===== src/rtl/umerge_pkg.sv =====
// Shared definitions for the partial-word merge unit.
// Assumes op bit 1 selects a store and op bit 0 selects the right-hand variant.
package umerge_pkg;

    typedef enum logic [1:0] {
        MOP_LOAD_HI  = 2'b00,
        MOP_LOAD_LO  = 2'b01,
        MOP_STORE_HI = 2'b10,
        MOP_STORE_LO = 2'b11
    } merge_op_e;

    function automatic logic op_is_store(input merge_op_e op);
        return op[1];
    endfunction

    function automatic logic op_is_right(input merge_op_e op);
        return op[0];
    endfunction

endpackage


===== src/rtl/umerge_lane_ctl.sv =====
// Derives the shift amount, the shift direction and the lane masks from the
// operation, width and address offset. Assumes DATA_W is a power of two of
// at least 16 bits; a word is the lower half of DATA_W.
module umerge_lane_ctl
    import umerge_pkg::*;
#(
    parameter  int DATA_W = 64,
    localparam int NB     = DATA_W / 8,
    localparam int OFS_W  = $clog2(NB),
    localparam int SH_W   = $clog2(DATA_W),
    localparam int HALF   = DATA_W / 2
) (
    input  merge_op_e         op,
    input  logic              dword,
    input  logic [OFS_W-1:0]  ofs,
    output logic [OFS_W-1:0]  size_m1,
    output logic [SH_W-1:0]   shift_amt,
    output logic              to_left,
    output logic [DATA_W-1:0] lane_mask,
    output logic [DATA_W-1:0] merge_mask
);

    logic [OFS_W-1:0] eff_ofs;

    // Byte offset, mirrored for right-hand variants, turned into masks.
    always_comb begin
        size_m1    = dword ? OFS_W'(NB - 1) : OFS_W'(NB / 2 - 1);
        eff_ofs    = (ofs ^ (op_is_right(op) ? size_m1 : '0)) & size_m1;
        shift_amt  = SH_W'({eff_ofs, 3'b000});
        to_left    = (op_is_store(op) == op_is_right(op));
        lane_mask  = dword ? {DATA_W{1'b1}} : {{HALF{1'b0}}, {HALF{1'b1}}};
        merge_mask = (to_left ? (lane_mask << shift_amt) : (lane_mask >> shift_amt))
                     & lane_mask;
    end

endmodule


===== src/rtl/umerge_datapath.sv =====
// Shifts the source operand into place and merges it with the kept operand
// under the merge mask; sign-extends a word result on request.
// Assumes merge_mask is already confined to lane_mask.
module umerge_datapath #(
    parameter  int DATA_W = 64,
    localparam int SH_W   = $clog2(DATA_W),
    localparam int HALF   = DATA_W / 2
) (
    input  logic [DATA_W-1:0] keep_val,
    input  logic [DATA_W-1:0] src_val,
    input  logic [DATA_W-1:0] lane_mask,
    input  logic [DATA_W-1:0] merge_mask,
    input  logic [SH_W-1:0]   shift_amt,
    input  logic              to_left,
    input  logic              sext_word,
    output logic [DATA_W-1:0] result
);

    logic [DATA_W-1:0] src_lane;
    logic [DATA_W-1:0] moved;
    logic [DATA_W-1:0] merged;

    // Shift the source into place, then combine with the untouched bytes.
    always_comb begin
        src_lane = src_val & lane_mask;
        moved    = (to_left ? (src_lane << shift_amt) : (src_lane >> shift_amt)) & lane_mask;
        merged   = (keep_val & lane_mask & ~merge_mask) | moved;
        result   = sext_word ? {{HALF{merged[HALF-1]}}, merged[HALF-1:0]} : merged;
    end

endmodule


===== src/rtl/umerge_byte_en.sv =====
// Collapses a byte-granular lane mask into one enable bit per byte.
// Assumes each byte of the mask is either all ones or all zeros.
module umerge_byte_en #(
    parameter  int DATA_W = 64,
    localparam int NB     = DATA_W / 8
) (
    input  logic              enable,
    input  logic [DATA_W-1:0] mask,
    output logic [NB-1:0]     be
);

    for (genvar i = 0; i < NB; i++) begin : g_lane
        assign be[i] = enable & (|mask[8*i +: 8]);
    end

endmodule


===== src/rtl/umerge_unit.sv =====
// Partial-word load/store byte merger with one registered response stage.
// Assumes inputs are known while req_vld is high; outputs clear when idle.
module umerge_unit
    import umerge_pkg::*;
#(
    parameter  int DATA_W = 64,
    parameter  int ADDR_W = 32,
    localparam int NB     = DATA_W / 8,
    localparam int OFS_W  = $clog2(NB),
    localparam int SH_W   = $clog2(DATA_W)
) (
    input  logic              clk,
    input  logic              rst_n,
    input  logic              req_vld,
    input  logic [1:0]        req_op,
    input  logic              req_dword,
    input  logic [ADDR_W-1:0] req_addr,
    input  logic [DATA_W-1:0] req_mem,
    input  logic [DATA_W-1:0] req_reg,
    output logic              rsp_vld,
    output logic [DATA_W-1:0] rsp_reg,
    output logic [DATA_W-1:0] rsp_wdata,
    output logic [NB-1:0]     rsp_be,
    output logic [ADDR_W-1:0] rsp_addr
);

    merge_op_e         op;
    logic              is_store;
    logic [OFS_W-1:0]  size_m1;
    logic [SH_W-1:0]   shift_amt;
    logic              to_left;
    logic [DATA_W-1:0] lane_mask;
    logic [DATA_W-1:0] merge_mask;
    logic [DATA_W-1:0] keep_val;
    logic [DATA_W-1:0] src_val;
    logic [DATA_W-1:0] result;
    logic [NB-1:0]     be;
    logic [ADDR_W-1:0] aligned;

    // Decode the operation and choose which operand is kept and which moves.
    always_comb begin
        op       = merge_op_e'(req_op);
        is_store = op_is_store(op);
        keep_val = is_store ? req_mem : req_reg;
        src_val  = is_store ? req_reg : req_mem;
        aligned  = req_addr & ~ADDR_W'(size_m1);
    end

    umerge_lane_ctl #(.DATA_W(DATA_W)) u_ctl (
        .op         (op),
        .dword      (req_dword),
        .ofs        (req_addr[OFS_W-1:0]),
        .size_m1    (size_m1),
        .shift_amt  (shift_amt),
        .to_left    (to_left),
        .lane_mask  (lane_mask),
        .merge_mask (merge_mask)
    );

    umerge_datapath #(.DATA_W(DATA_W)) u_dp (
        .keep_val   (keep_val),
        .src_val    (src_val),
        .lane_mask  (lane_mask),
        .merge_mask (merge_mask),
        .shift_amt  (shift_amt),
        .to_left    (to_left),
        .sext_word  (!is_store && !req_dword),
        .result     (result)
    );

    umerge_byte_en #(.DATA_W(DATA_W)) u_be (
        .enable (is_store),
        .mask   (merge_mask),
        .be     (be)
    );

    // Response register: cleared on reset and on idle cycles.
    always_ff @(posedge clk) begin
        if (!rst_n || !req_vld) begin
            rsp_vld   <= 1'b0;
            rsp_reg   <= '0;
            rsp_wdata <= '0;
            rsp_be    <= '0;
            rsp_addr  <= '0;
        end else begin
            rsp_vld   <= 1'b1;
            rsp_reg   <= is_store ? '0 : result;
            rsp_wdata <= is_store ? result : '0;
            rsp_be    <= be;
            rsp_addr  <= aligned;
        end
    end

endmodule


===== config.mk =====
export PLATFORM = sky130hd
export DESIGN_NAME = umerge_unit
export DESIGN_NICKNAME = d
export VERILOG_FILES = /design/src/rtl/umerge_pkg.sv /design/src/rtl/umerge_lane_ctl.sv /design/src/rtl/umerge_datapath.sv /design/src/rtl/umerge_byte_en.sv /design/src/rtl/umerge_unit.sv
export SDC_FILE = /design/constraint.sdc
export NUM_CORES = 1
export LEC_CHECK = 0
export BUFFER_PORTS_ARGS = -buffer_cell sky130_fd_sc_hd__buf_2
export CAP_MARGIN = 20
export CELL_PAD_IN_SITES_DETAIL_PLACEMENT = 1
export CELL_PAD_IN_SITES_GLOBAL_PLACEMENT = 2
export CORE_ASPECT_RATIO = 1.75
export CORE_UTILIZATION = 27
export DETAILED_ROUTE_END_ITERATION = 12
export PLACE_DENSITY = 0.83
export SLEW_MARGIN = 20
export SYNTH_ARGS = -nofsm -noshare
export SYNTH_HDL_FRONTEND = slang
export SYNTH_SLANG_ARGS = --single-unit

===== constraint.sdc =====
create_clock -name clk -period 2.05 [get_ports clk]
set_clock_uncertainty 0.15 [all_clocks]
set_input_delay 0 -clock clk [delete_from_list [all_inputs] [get_ports clk]]
set_output_delay 0 -clock clk [all_outputs]
set_load 0.03 [all_outputs]

==> impl_results.html <==
<table>
<tr><th>Metric</th><th>Value</th></tr>
<tr><th colspan="2">Critical path</th></tr>
<tr><td>Start point of the critical path</td><td>req_reg[33]</td></tr>
<tr><td>Critical path cell sequence</td><td>dlygate4sd3_1 -&gt; buf_2 -&gt; mux2i_1 -&gt; nor2_2 -&gt; o21ai_0 -&gt; buf_4 -&gt; a21oi_1 -&gt; a222oi_1 -&gt; buf_4 -&gt; nor2_1</td></tr>
<tr><td>Critical path buffer and inverter count</td><td>4</td></tr>
<tr><td>Biggest cell delay along the critical path</td><td>0.54 ns</td></tr>
<tr><td>Largest delay contributor family on the critical path</td><td>buffers and inverters</td></tr>
<tr><td>Kind of end point of the critical path</td><td>flip-flop</td></tr>
<tr><td>Destination of the critical timing path</td><td>rsp_wdata[9]</td></tr>
<tr><td>Top fanout value on the critical path</td><td>4</td></tr>
<tr><td>Arr. time, crit path</td><td>2.23 ns</td></tr>
<tr><td>CP Depth</td><td>10</td></tr>
<tr><td>Required time of the worst setup path</td><td>2.25 ns</td></tr>
<tr><td>WS Path Type</td><td>primary input to flip-flop</td></tr>
<tr><td>Most used cell, CP</td><td>buf_4</td></tr>
<tr><td>Startpoint type of the worst setup path</td><td>primary input</td></tr>
<tr><td>Slowest cell on the critical path</td><td>dlygate4sd3_1</td></tr>
<tr><th colspan="2">Power</th></tr>
<tr><td>Power after layout</td><td>0.0118 W</td></tr>
<tr><td>Power per Cell Area</td><td>641 mW/mm^2</td></tr>
<tr><td>Leakage component of the power</td><td>8.73 nW</td></tr>
<tr><td>VDD IR-drop max</td><td>0.475 mV</td></tr>
<tr><th colspan="2">Final layout</th></tr>
<tr><td>Total of fill cells in the finished design</td><td>4,812</td></tr>
<tr><td>Ant. Diodes</td><td>0</td></tr>
<tr><td>Multi-input combinational cell area</td><td>0.00716 mm^2</td></tr>
<tr><td>Area growth from synthesis to layout</td><td>67.3%</td></tr>
<tr><td>Fraction of layout cells with a size suffix above 1</td><td>43.6%</td></tr>
<tr><td>Post-layout net count</td><td>2,247</td></tr>
<tr><td>Sequential cell area</td><td>0.00334 mm^2</td></tr>
<tr><th colspan="2">Floorplanning</th></tr>
<tr><td>Core Area</td><td>0.0402 mm^2</td></tr>
<tr><td>Row count</td><td>97</td></tr>
<tr><td>Vertical die dimension</td><td>269 um</td></tr>
<tr><td>Initial core utilization</td><td>27.4%</td></tr>
<tr><td>Floorplan die area</td><td>0.0417 mm^2</td></tr>
<tr><td>Die width</td><td>155 um</td></tr>
<tr><td>Io pins</td><td>335</td></tr>
<tr><th colspan="2">Global routing</th></tr>
<tr><td>Combined global-route utilization of all metal layers</td><td>32.7%</td></tr>
<tr><td>Global-route met2 utilization</td><td>58.8%</td></tr>
<tr><td>Met1 track demand over resource</td><td>35.4%</td></tr>
<tr><td>Initial antenna violation count</td><td>0</td></tr>
<tr><td>Met3 GRT Util</td><td>4.45%</td></tr>
<tr><td>Maximum number of pins on one net before global-route repair</td><td>42</td></tr>
<tr><td>Busiest grt layer</td><td>met2</td></tr>
<tr><td>Number of global-route vias before repair</td><td>15.5k</td></tr>
<tr><td>Wire length of the first global-routing pass</td><td>100 mm</td></tr>
<tr><td>Overflow after GRT</td><td>0</td></tr>
<tr><th colspan="2">Synthesis</th></tr>
<tr><td>Number of distinct library cell variants in the gate-level netlist after synthesis</td><td>95</td></tr>
<tr><td>Proportion of synthesized chip area in sequential cells</td><td>30.3%</td></tr>
<tr><td>Biggest area consumer among synthesized cells</td><td>dfxtp_1</td></tr>
<tr><td>Area contributors post-synth</td><td>dfxtp_1, mux2i_1, mux2_2</td></tr>
<tr><td>Yosys warns</td><td>0</td></tr>
<tr><td>Most used DFF post-synth</td><td>dfxtp_1</td></tr>
<tr><td>Portion of synthesized cell area occupied by the leading cell type</td><td>30.3%</td></tr>
<tr><td>Cell with the most instances after synthesis</td><td>dfxtp_1</td></tr>
<tr><td>Syn Std Cell Area</td><td>0.0110 mm^2</td></tr>
<tr><td>Syn_area_per_cell</td><td>8.53 um^2</td></tr>
<tr><td>Number of flops mapped to enable cells by yosys</td><td>0</td></tr>
<tr><td>Share of flip-flops with an asynchronous set or reset</td><td>0%</td></tr>
<tr><td>Gate count of the mapped netlist</td><td>1,293</td></tr>
<tr><td>Number of storage elements in the synthesis netlist</td><td>167</td></tr>
<tr><td>Commonest cells in the netlist</td><td>dfxtp_1, nor2_1, mux2i_1</td></tr>
<tr><th colspan="2">CTS</th></tr>
<tr><td>Buffer cell driving the clock tree root</td><td>clkbuf_16</td></tr>
<tr><td>Clock-pin slew reported for the worst setup and hold paths after clock tree synthesis</td><td>0.08 ns</td></tr>
<tr><td>Clk sink count</td><td>167</td></tr>
<tr><td>Number of buffers inserted during clock tree synthesis</td><td>17</td></tr>
<tr><td>Worst-case clock buffer depth</td><td>2</td></tr>
<tr><td>H-tree levels</td><td>4</td></tr>
<tr><td>Clock tree from TritonCTS</td><td>done</td></tr>
<tr><th colspan="2">Timing</th></tr>
<tr><td>Final hold slack</td><td>0.0193 ns</td></tr>
<tr><td>Number of failing setup endpoints in the final timing report</td><td>0</td></tr>
<tr><td>Number of hold violations in the final report</td><td>0</td></tr>
<tr><td>Crit share post-route</td><td>99.2%</td></tr>
<tr><td>Measured slew at the worst slew-check pin</td><td>0.743 ns</td></tr>
<tr><td>Minimum period implied by the final worst setup slack</td><td>2.03 ns</td></tr>
<tr><td>Fmax</td><td>0.492 GHz</td></tr>
<tr><td>Worst slew margin relative to its limit</td><td>49.0%</td></tr>
<tr><td>Final Max Tran Viols</td><td>0</td></tr>
<tr><td>RSZ-0062 raised after global routing</td><td>no</td></tr>
<tr><th colspan="2">Drt</th></tr>
<tr><td>DR pass1 iterations</td><td>6</td></tr>
<tr><td>Via count of the routed design</td><td>14.4k</td></tr>
<tr><td>Post-detailed-route DRC marker count</td><td>0</td></tr>
<tr><td>Number of nets with antenna violations after detailed routing</td><td>0</td></tr>
<tr><td>Starting DRT DRC Count</td><td>990</td></tr>
<tr><td>Via density per instance</td><td>5.45</td></tr>
<tr><td>Total Routed Length</td><td>68.6 mm</td></tr>
<tr><td>Wire length per cell</td><td>26.0 um</td></tr>
<tr><th colspan="2">Min path</th></tr>
<tr><td>Worst min-delay path class</td><td>primary input to flip-flop</td></tr>
<tr><th colspan="2">Place</th></tr>
<tr><td>HPWL after detailed placement</td><td>53.3 mm</td></tr>
<tr><td>Final weighted congestion of routability-driven global placement</td><td>0.989</td></tr>
<tr><td>Number of input and output port buffers inserted</td><td>332</td></tr>
<tr><th colspan="2">Outcome</th></tr>
<tr><td>Status</td><td>finished, final reports clean</td></tr>
<tr><th colspan="2">Job</th></tr>
<tr><td>Max Cap Viol</td><td>0</td></tr>
</table>
==> cell families after synthesis <==
group / count (synthesis) / share of synthesized area, %
and+or+nand+nor: 415 / 17.7
DFF: 167 / 30.3
other: 1 / 0.0340
AOI/OAI and AO/OA: 387 / 25.2
muxes: 185 / 19.3
buffers and inverters: 129 / 6.35
xor gates and xnor gates: 9 / 1.19
==> final cells by class <==
class	count	area share, %
Multi-Input combinational cell	998	38.8
Timing Repair Buffer	888	36.1
Sequential cell	167	18.1
Tap cell	544	3.69
Clock buffer	18	2.33
Clock inverter	14	0.766
Inverter	9	0.183
==> per-layer routing <==
layer | wire length [um] | vias up
met5 | 0 | -
met4 | 4830 | 0
met3 | 3750 | 201
met2 | 34300 | 672
met1 | 25700 | 7085
li1 | - | 6429
==> layout by cell type (no fill, tap or decap), drive strengths merged, types with 14 or more instances in the layout <==
cell         instances
nor2               151
a31oi               17
clkbuf              18
o22ai               27
dfxtp              167
mux2i               96
a21oi               92
o21ai               65
nand2               88
dlygate4sd3        159
nand3               54
o221ai              14
buf                729
nor3                17
mux2                76
a221oi              25
and3                37
==> per-stage QoR <==
stage / instance area [um^2] / instances / util (%) / setup WS [ns] / setup TNS [ns]
finish: 18400 / 2638 / 45.9 / 0.0172 / 0
global route: 18400 / 2638 / 45.9 / 0.000583 / 0
CTS: 18300 / 2634 / 45.5 / 0.00778 / 0
detailed placement: 16100 / 2443 / 40.1 / -0.529 / -47.36
global placement: 16100 / 2443 / 40.1 / -0.527 / -43.46
floorplan: 11000 / 1294 / - / 0.0608 / 0
==> how the worst min path moves through the flow <==
stage	depth (start not counted)	endpoint	slack, ns	from
3_5_place_dp	2	rsp_addr[13]	0.09	req_addr[13]
5_1_grt	4	rsp_wdata[63]	0.03	req_reg[63]
6_report	6	rsp_wdata[36]	0.02	req_reg[36]
2_1_floorplan	2	rsp_reg[2]	-0.01	req_reg[2]
4_1_cts	6	rsp_wdata[36]	0.004	req_reg[36]
3_3_place_gp	2	rsp_addr[25]	0.09	req_addr[25]
==> report_power, final <==
group	leakage (nW)	internal, W	switching (W)	total [W]
Combinational	7.10	0.00228	0.00282	0.00510
Clock	0.265	0.00160	0.00168	0.00328
Sequential	1.36	0.00338	0.0000591	0.00344
Total	8.73	0.00726	0.00457	0.0118
==> repair_timing <==
item | CTS | global route
gates resized for setup | 1 | 30
hold endpoints to repair | 121 | 0
setup buffers | 0 | 4
gates cloned | 0 | 0
pin swaps | 0 | 6
setup endpoints to repair | 5 | 48
hold buffers | 159 | 0
==> tightest hold or removal path: stages <==
cell and delay (ns):
buf_2 0.10, mux2i_1 0.10, o22ai_1 0.14, nor3_1 0.08
buf_4 0.13, nor2_1 0.07
No activity file was read; power rests on OpenSTA's default activity.
